[config.mk]
export PLATFORM = sky130hd
export DESIGN_NAME = fan_step_ctrl
export DESIGN_NICKNAME = d
export VERILOG_FILES = /design/src/rtl/fan_step_pkg.sv /design/src/rtl/fan_level_fsm.sv /design/src/rtl/fan_settle_timer.sv /design/src/rtl/fan_pwm_gen.sv /design/src/rtl/fan_step_ctrl.sv
export SDC_FILE = /design/constraint.sdc
export NUM_CORES = 1
export LEC_CHECK = 0
export BUFFER_PORTS_ARGS = -buffer_cell sky130_fd_sc_hd__buf_2
export CELL_PAD_IN_SITES_DETAIL_PLACEMENT = 0
export CELL_PAD_IN_SITES_GLOBAL_PLACEMENT = 1
export CORE_MARGIN = 2
export CORE_UTILIZATION = 37
export DETAILED_ROUTE_END_ITERATION = 12
export PLACE_DENSITY_LB_ADDON = 0.08
export REMOVE_ABC_BUFFERS = 1
export SLEW_MARGIN = 20
export SYNTH_ARGS = -nofsm -noshare
export SYNTH_HDL_FRONTEND = slang
export SYNTH_SLANG_ARGS = --single-unit
[constraint.sdc]
create_clock -name clk -period 4.7 [get_ports clk]
set_input_delay 0 -clock clk [delete_from_list [all_inputs] [get_ports clk]]
set_output_delay 0 -clock clk [all_outputs]
set_load 0.03 [all_outputs]
[src/rtl/fan_step_pkg.sv]
package fan_step_pkg;

    localparam int NUM_STEPS = 4;

    typedef enum logic [2:0] {
        DUTY_0   = 3'd0,
        DUTY_25  = 3'd1,
        DUTY_50  = 3'd2,
        DUTY_75  = 3'd3,
        DUTY_100 = 3'd4
    } duty_lvl_e;

    typedef struct packed {
        logic up;
        logic dn;
    } step_evt_t;

    // Width in clocks for a given step: floor(step * period / 4)
    function automatic logic [31:0] level_width(input duty_lvl_e lvl, input int unsigned period);
        return (32'(period) * 32'(lvl)) / 32'(NUM_STEPS);
    endfunction

endpackage

[src/rtl/fan_level_fsm.sv]
module fan_level_fsm
    import fan_step_pkg::*;
#(
    parameter int TEMP_W = 16
) (
    input  logic                        clk,
    input  logic                        rst,
    input  logic                        smp_valid,
    input  logic [TEMP_W-1:0]           smp_temp,
    input  logic [NUM_STEPS*TEMP_W-1:0] up_thr_flat,
    input  logic [NUM_STEPS*TEMP_W-1:0] dn_thr_flat,
    output duty_lvl_e                   lvl_q,
    output step_evt_t                   evt_q
);

    logic [TEMP_W-1:0] up_thr [NUM_STEPS];
    logic [TEMP_W-1:0] dn_thr [NUM_STEPS];

    for (genvar gi = 0; gi < NUM_STEPS; gi++) begin : g_unpack
        assign up_thr[gi] = up_thr_flat[gi*TEMP_W +: TEMP_W];
        assign dn_thr[gi] = dn_thr_flat[gi*TEMP_W +: TEMP_W];
    end

    duty_lvl_e lvl_d;
    step_evt_t evt_d;
    logic [1:0] up_idx;
    logic [1:0] dn_idx;

    always_comb begin
        up_idx = lvl_q[1:0];
        dn_idx = lvl_q[1:0] - 2'd1;
        lvl_d  = lvl_q;
        evt_d  = '0;
        if (smp_valid) begin
            if (lvl_q != DUTY_100 && smp_temp > up_thr[up_idx]) begin
                lvl_d    = duty_lvl_e'(3'(lvl_q) + 3'd1);
                evt_d.up = 1'b1;
            end else if (lvl_q != DUTY_0 && smp_temp < dn_thr[dn_idx]) begin
                lvl_d    = duty_lvl_e'(3'(lvl_q) - 3'd1);
                evt_d.dn = 1'b1;
            end
        end
    end

    always_ff @(posedge clk) begin
        if (rst) begin
            lvl_q <= DUTY_100;
            evt_q <= '0;
        end else begin
            lvl_q <= lvl_d;
            evt_q <= evt_d;
        end
    end

    p_single_step_r5: assert property (@(posedge clk) disable iff (rst)
        (lvl_q != $past(lvl_q)) |->
            ((3'(lvl_q) == 3'($past(lvl_q)) + 3'd1) || (3'($past(lvl_q)) == 3'(lvl_q) + 3'd1)));

    p_up_event_r2: assert property (@(posedge clk) disable iff (rst)
        evt_q.up |-> (3'(lvl_q) == 3'($past(lvl_q)) + 3'd1));

    p_down_event_r3: assert property (@(posedge clk) disable iff (rst)
        evt_q.dn |-> (3'($past(lvl_q)) == 3'(lvl_q) + 3'd1));

    p_excl_events_r5: assert property (@(posedge clk) disable iff (rst)
        $onehot0({evt_q.up, evt_q.dn}));

endmodule

[src/rtl/fan_settle_timer.sv]
module fan_settle_timer #(
    parameter int SETTLE_CYC = 100000
) (
    input  logic clk,
    input  logic rst,
    input  logic start,
    output logic fire
);

    localparam int TW = $clog2(SETTLE_CYC + 1);

    logic [TW-1:0] cnt;

    always_ff @(posedge clk) begin
        if (rst) begin
            cnt  <= '0;
            fire <= 1'b0;
        end else begin
            fire <= (cnt == TW'(1)) && !start;
            if (start)
                cnt <= TW'(SETTLE_CYC);
            else if (cnt != '0)
                cnt <= cnt - TW'(1);
        end
    end

    p_settle_countdown_r8: assert property (@(posedge clk) disable iff (rst)
        (!start && cnt != '0) |=> (cnt == $past(cnt) - TW'(1)));

    p_settle_fire_idle_r9: assert property (@(posedge clk) disable iff (rst)
        fire |-> (cnt == '0));

endmodule

[src/rtl/fan_pwm_gen.sv]
module fan_pwm_gen #(
    parameter int PERIOD = 1000,
    parameter int CNT_W  = 16
) (
    input  logic             clk,
    input  logic             rst,
    input  logic             load_auto,
    input  logic [CNT_W-1:0] auto_w,
    input  logic             sw_we,
    input  logic [CNT_W-1:0] sw_w,
    output logic             pwm_out,
    output logic [CNT_W-1:0] cur_width
);

    localparam logic [CNT_W-1:0] PER_W = CNT_W'(PERIOD);
    localparam logic [CNT_W-1:0] LAST  = CNT_W'(PERIOD - 1);

    logic [CNT_W-1:0] pcnt;
    logic [CNT_W-1:0] pend_w;
    logic [CNT_W-1:0] act_w;
    logic [CNT_W-1:0] sw_lim;
    logic             wrap;

    assign wrap   = (pcnt == LAST);
    assign sw_lim = (sw_w > PER_W) ? PER_W : sw_w;

    always_ff @(posedge clk) begin
        if (rst) begin
            pcnt   <= '0;
            pend_w <= PER_W;
            act_w  <= PER_W;
        end else begin
            pcnt <= wrap ? '0 : pcnt + CNT_W'(1);
            if (load_auto)
                pend_w <= auto_w;
            else if (sw_we)
                pend_w <= sw_lim;
            if (wrap)
                act_w <= pend_w;
        end
    end

    assign pwm_out   = rst | (pcnt < act_w);
    assign cur_width = act_w;

    p_width_at_boundary_r6: assert property (@(posedge clk) disable iff (rst)
        (act_w != $past(act_w)) |-> ($past(pcnt) == LAST));

    p_width_bound_r10: assert property (@(posedge clk) disable iff (rst)
        (act_w <= PER_W) && (pend_w <= PER_W));

    p_phase_bound_r7: assert property (@(posedge clk) disable iff (rst)
        pcnt < PER_W);

endmodule

[src/rtl/fan_step_ctrl.sv]
module fan_step_ctrl
    import fan_step_pkg::*;
#(
    parameter int PERIOD     = 1000,
    parameter int SETTLE_CYC = 100000,
    parameter int CNT_W      = 16,
    parameter int TEMP_W     = 16
) (
    input  logic                        clk,
    input  logic                        rst,
    input  logic                        temp_valid,
    input  logic [TEMP_W-1:0]           temp_code,
    input  logic [NUM_STEPS*TEMP_W-1:0] rise_thr,
    input  logic [NUM_STEPS*TEMP_W-1:0] fall_thr,
    input  logic                        sw_width_we,
    input  logic [CNT_W-1:0]            sw_width,
    output logic                        pwm_out,
    output logic [2:0]                  duty_level,
    output logic [CNT_W-1:0]            cur_width,
    output logic                        evt_temp_inc,
    output logic                        evt_pwm_changed
);

    duty_lvl_e        lvl;
    step_evt_t        step_evt;
    logic             settle_fire;
    logic             sw_evt_q;
    logic [CNT_W-1:0] auto_w;

    fan_level_fsm #(.TEMP_W(TEMP_W)) u_level (
        .clk         (clk),
        .rst         (rst),
        .smp_valid   (temp_valid),
        .smp_temp    (temp_code),
        .up_thr_flat (rise_thr),
        .dn_thr_flat (fall_thr),
        .lvl_q       (lvl),
        .evt_q       (step_evt)
    );

    fan_settle_timer #(.SETTLE_CYC(SETTLE_CYC)) u_settle (
        .clk   (clk),
        .rst   (rst),
        .start (step_evt.up),
        .fire  (settle_fire)
    );

    assign auto_w = CNT_W'(level_width(lvl, PERIOD));

    fan_pwm_gen #(.PERIOD(PERIOD), .CNT_W(CNT_W)) u_pwm (
        .clk       (clk),
        .rst       (rst),
        .load_auto (step_evt.up | step_evt.dn),
        .auto_w    (auto_w),
        .sw_we     (sw_width_we),
        .sw_w      (sw_width),
        .pwm_out   (pwm_out),
        .cur_width (cur_width)
    );

    always_ff @(posedge clk) begin
        if (rst) sw_evt_q <= 1'b0;
        else     sw_evt_q <= sw_width_we;
    end

    assign duty_level      = 3'(lvl);
    assign evt_temp_inc    = step_evt.up;
    assign evt_pwm_changed = settle_fire | sw_evt_q | step_evt.dn;

    p_sw_no_level_r10: assert property (@(posedge clk) disable iff (rst)
        (sw_width_we && !temp_valid) |=> $stable(duty_level));

    p_inc_not_on_fall_r3: assert property (@(posedge clk) disable iff (rst)
        (duty_level < $past(duty_level)) |-> !evt_temp_inc);

endmodule

==> results.tsv <==
stage	metric	value	unit
worst_setup_path	worst-r2r-cell-count	13	
floorplanning	die_w	122	um
worst_setup_path	r2r-start	u_level.lvl_q[0]	
worst_hold_path	worstHoldStart	sw_width[0]	
cts	clock_latency	0.32	ns
synthesis	ys.warnings.count	0	
layout	drive_gt1_share	32.0	%
cts	cts_tree	done	
layout	final_nets	973	
worst_setup_path	max_stage_delay	0.53	ns
layout	area_growth	28.1	%
drt	drtIter0Drc	223	
power_and_ir_drop	leakagePower	3.09	nW
power_and_ir_drop	p_clk_share	22.5	%
grt	grt_pass1_wl	22500	um
synthesis	synth.avg_cell_area	9.11	sq um
power_and_ir_drop	p_switching	1.11	mW
status	status	completed	
layout	final_design_area_no_fill	0.00659	sq mm
drt	vias_per_cell	5.06	
worst_hold_path	min_to	u_pwm.pend_w[0]	
timing	finClkSkew	0.00545	ns
power_and_ir_drop	ir_worst_vdd	0.000303	V
worst_setup_path	cp_max_fo	35	
timing	max_slew_margin	45.0	%
timing	finalCriticalPeriod	3.85	ns
floorplanning	io_pins	186	
grt	antenna_found_initial	1	
power_and_ir_drop	swShare	36.9	%
drt	route.vias.total	4714	
synthesis	synth_edf_count	0	
drt	drc	0	
flow_run	cap_viol_max_count	0	
floorplanning	start_util	37.5	%
layout	utilization	48.0	%
synthesis	synth-seq-cells	72	
floorplanning	rows	43	
worst_setup_path	r2r_slack	0.85	ns
drt	dr.pass1.iters	4	
cts	cts_buffers	9	
worst_setup_path	worst-setup-path-type	flop to flop	
power_and_ir_drop	p_int	1.90	mW
timing	slew_viol_final	0	
grt	grt_overflow	0	
floorplanning	dieArea	0.0148	sq mm
synthesis	syn_inst	564	
floorplanning	die_h	122	um
floorplanning	coreArea	0.0137	sq mm
timing	finalCritPeriodShare	82.0	%
place	dpl_cell_area	0.00624	sq mm
worst_setup_path	arrival	4.08	ns
worst_setup_path	endpoint_kind	flop	
place	place.gp.congestion	0.817	
grt	grt_pass1_vias	4685	
cts	clk_pin_slew	0.05	ns
synthesis	synth_cell_types	52	
worst_setup_path	cp_num_buf_inv	3	
worst_hold_path	hold_path.class	input pin to flop	
timing	hold_viol_final	0	
synthesis	synth_top_area_share	28.0	%
grt	gr-usage-all-layers	19.0	%
cts	cts_max_path_buffers	2	
synthesis	syn_area	0.00514	sq mm
cts	cts_root_buf	clkbuf_16	
place	io_buffers	185	
timing	rsz0062_at_grt	no	
power_and_ir_drop	p_total	3.01	mW
power_and_ir_drop	seqPwrFrac	26.9	%
cts	htreeDepth	3	
worst_setup_path	cp-start-kind	flop	
worst_setup_path	crit_family	simple AND/OR/NAND/NOR gates	
worst_setup_path	r2r_end	u_level.lvl_q[2]	
place	place_inst	911	
place	dp_hpwl	10900	um
power_and_ir_drop	power.density	457	mW/mm^2
cts	clock-sinks	72	
synthesis	synthFlopType	dfxtp_1	
drt	ant_nets	0	
drt	wl_per_cell	14.3	um
timing	finalSetupViolCount	0	
timing	tightest_slew	0.825	ns
grt	grt_max_degree	36	
worst_setup_path	crit_chain	buf_12 -> mux4_2 -> inv_1 -> ha_1 -> nand4_1 -> nor4_1 -> o21ai_0 -> a31oi_1 -> inv_1 -> fa_1 -> and4_1 -> o21ai_0 -> nor4b_1	
synthesis	ys_async_sr_fraction	0	%
worst_setup_path	crit_path_top_delay_cell	mux4_2	
timing	holdWs	0.0370	ns
timing	clock.fmax	259	MHz
synthesis	yosysTopAreaCell	dfxtp_1	
worst_setup_path	critical_path_required	4.92	ns
synthesis	yosys-top-cells-area	dfxtp_1, ha_1, mux4_2	
worst_hold_path	hold_depth	3	
synthesis	ys_seq_area_share	28.0	%
power_and_ir_drop	p_comb_share	50.6	%
layout	fin_cells	932	
drt	routed_wl	13400	um
sequential cells by signal, indices dropped and copies added (netlist names):
signal           flops
sw_evt_q             1
u_level.lvl_q        3
u_settle.fire        1
u_pwm.cur_width     16
u_level.evt_q        2
u_settle.cnt        17
u_pwm.pend_w        16
u_pwm.pcnt          16
worst max path at each step:
stage | from | to | slack, ns | depth (start not counted)
after floorplan | u_level.lvl_q[0] | u_level.lvl_q[0] | -0.15 | 11
after global placement | u_level.lvl_q[0] | u_level.lvl_q[2] | 0.99 | 13
after detailed placement | u_level.lvl_q[0] | u_level.lvl_q[2] | 0.86 | 13
after CTS | u_level.lvl_q[0] | u_level.lvl_q[2] | 0.84 | 13
after global routing | u_level.lvl_q[0] | u_level.lvl_q[2] | 0.35 | 13
final | u_level.lvl_q[0] | u_level.lvl_q[2] | 0.85 | 13
tightest hold or removal path, cell delays in order:
cell,delay (ns)
buf_2,0.11
a22oi_1,0.07
nor3_1,0.12
area by class of cell:
type / instances / area [sq um]
multi-input cells: 412 / 3400
clock buffers: 13 / 260
well taps: 180 / 225
fillers: 1392 / 7130
repair buffers: 191 / 993
clock inverters: 3 / 40.0
flip-flops and latches: 72 / 1440
inverters: 60 / 225
diodes: 1 / 2.50
routing by layer:
layer | track usage, % | vias up | share of wire, % | wire (um)
li1 | - | 2386 | - | -
met1 | 25.2 | 2216 | 46 | 6090
met2 | 32.3 | 102 | 49 | 6510
met3 | 3.79 | 10 | 4.6 | 613
met4 | 3.88 | 0 | 1.1 | 142
met5 | 0 | - | 0 | 0
layout by cell type (no fill, tap or decap), types with 3 or more instances in the layout:
master,Yosys,final
nor4_1,4,4
nand2_1,48,48
nor4b_1,3,3
nand2b_1,5,5
o21ai_0,9,9
and3_1,5,5
mux4_2,32,32
o211ai_1,8,8
o2111ai_1,3,3
a211oi_1,8,8
dlygate4sd3_1,0,4
xnor2_1,10,10
a21o_1,16,16
nand4_1,12,12
nor3b_1,3,3
inv_1,59,59
o221ai_1,3,3
and2_1,5,5
nand3_1,16,16
nand3b_1,4,4
buf_2,1,185
a221oi_1,5,5
and4_1,3,3
clkbuf_16,0,9
nor3_1,14,14
a21oi_1,31,31
xor2_1,19,19
dfxtp_1,72,71
nor2_1,59,59
fa_1,5,5
ha_1,58,58
metrics by stage:
step / TNS, ns / setup slack [ns]
floorplan: -0.274 / -0.154
global placement: 0 / 0.994
detailed placement: 0 / 0.856
CTS: 0 / 0.843
global route: 0 / 0.349
finish: 0 / 0.845
power by group through the flow:
stage	combinational (mW)	sequential, mW	clock, mW
global placement	1.52	0.818	0
detailed placement	1.53	0.821	0
floorplan	1.11	0.871	0
finish	1.52	0.809	0.677
global route	1.73	0.825	0.724
CTS	1.54	0.809	0.698
timing repair:
action | CTS | global route
endpoints found under the hold margin | 4 | 0
resized for setup | 0 | 0
setup buffers | 0 | 0
hold buffers | 4 | 0
cell families after synthesis:
| kind of cell | count (synthesis) | share of synthesized area [%] |
|---|---|---|
| AO/OA/AOI/OAI | 94 | 12.3 |
| XOR/XNOR | 29 | 4.94 |
| adder cells (fa/ha/maj) | 63 | 16.1 |
| buffers and inverters | 80 | 5.87 |
| flip-flops | 72 | 28.0 |
| multiplexers | 34 | 14.4 |
| AND/OR/NAND/NOR | 192 | 18.3 |
cells in the mapped netlist, drive strengths merged (3+ instances only):
master   count
nor4         4
ha          58
nand2b       5
xnor2       10
a211oi       8
inv         59
and4         3
xor2        19
clkbuf      15
nand4       12
and3         5
fa           5
nor2        59
mux4        32
o21ai       10
nand3b       4
o211ai       8
nand3       16
nor4b        3
a221oi       5
nor3b        3
nor3        14
buf          5
o2111ai      3
a21o        16
a21oi       31
o221ai       3
dfxtp       72
and2         5
nand2       48
No activity file was read; power rests on OpenSTA's default activity.
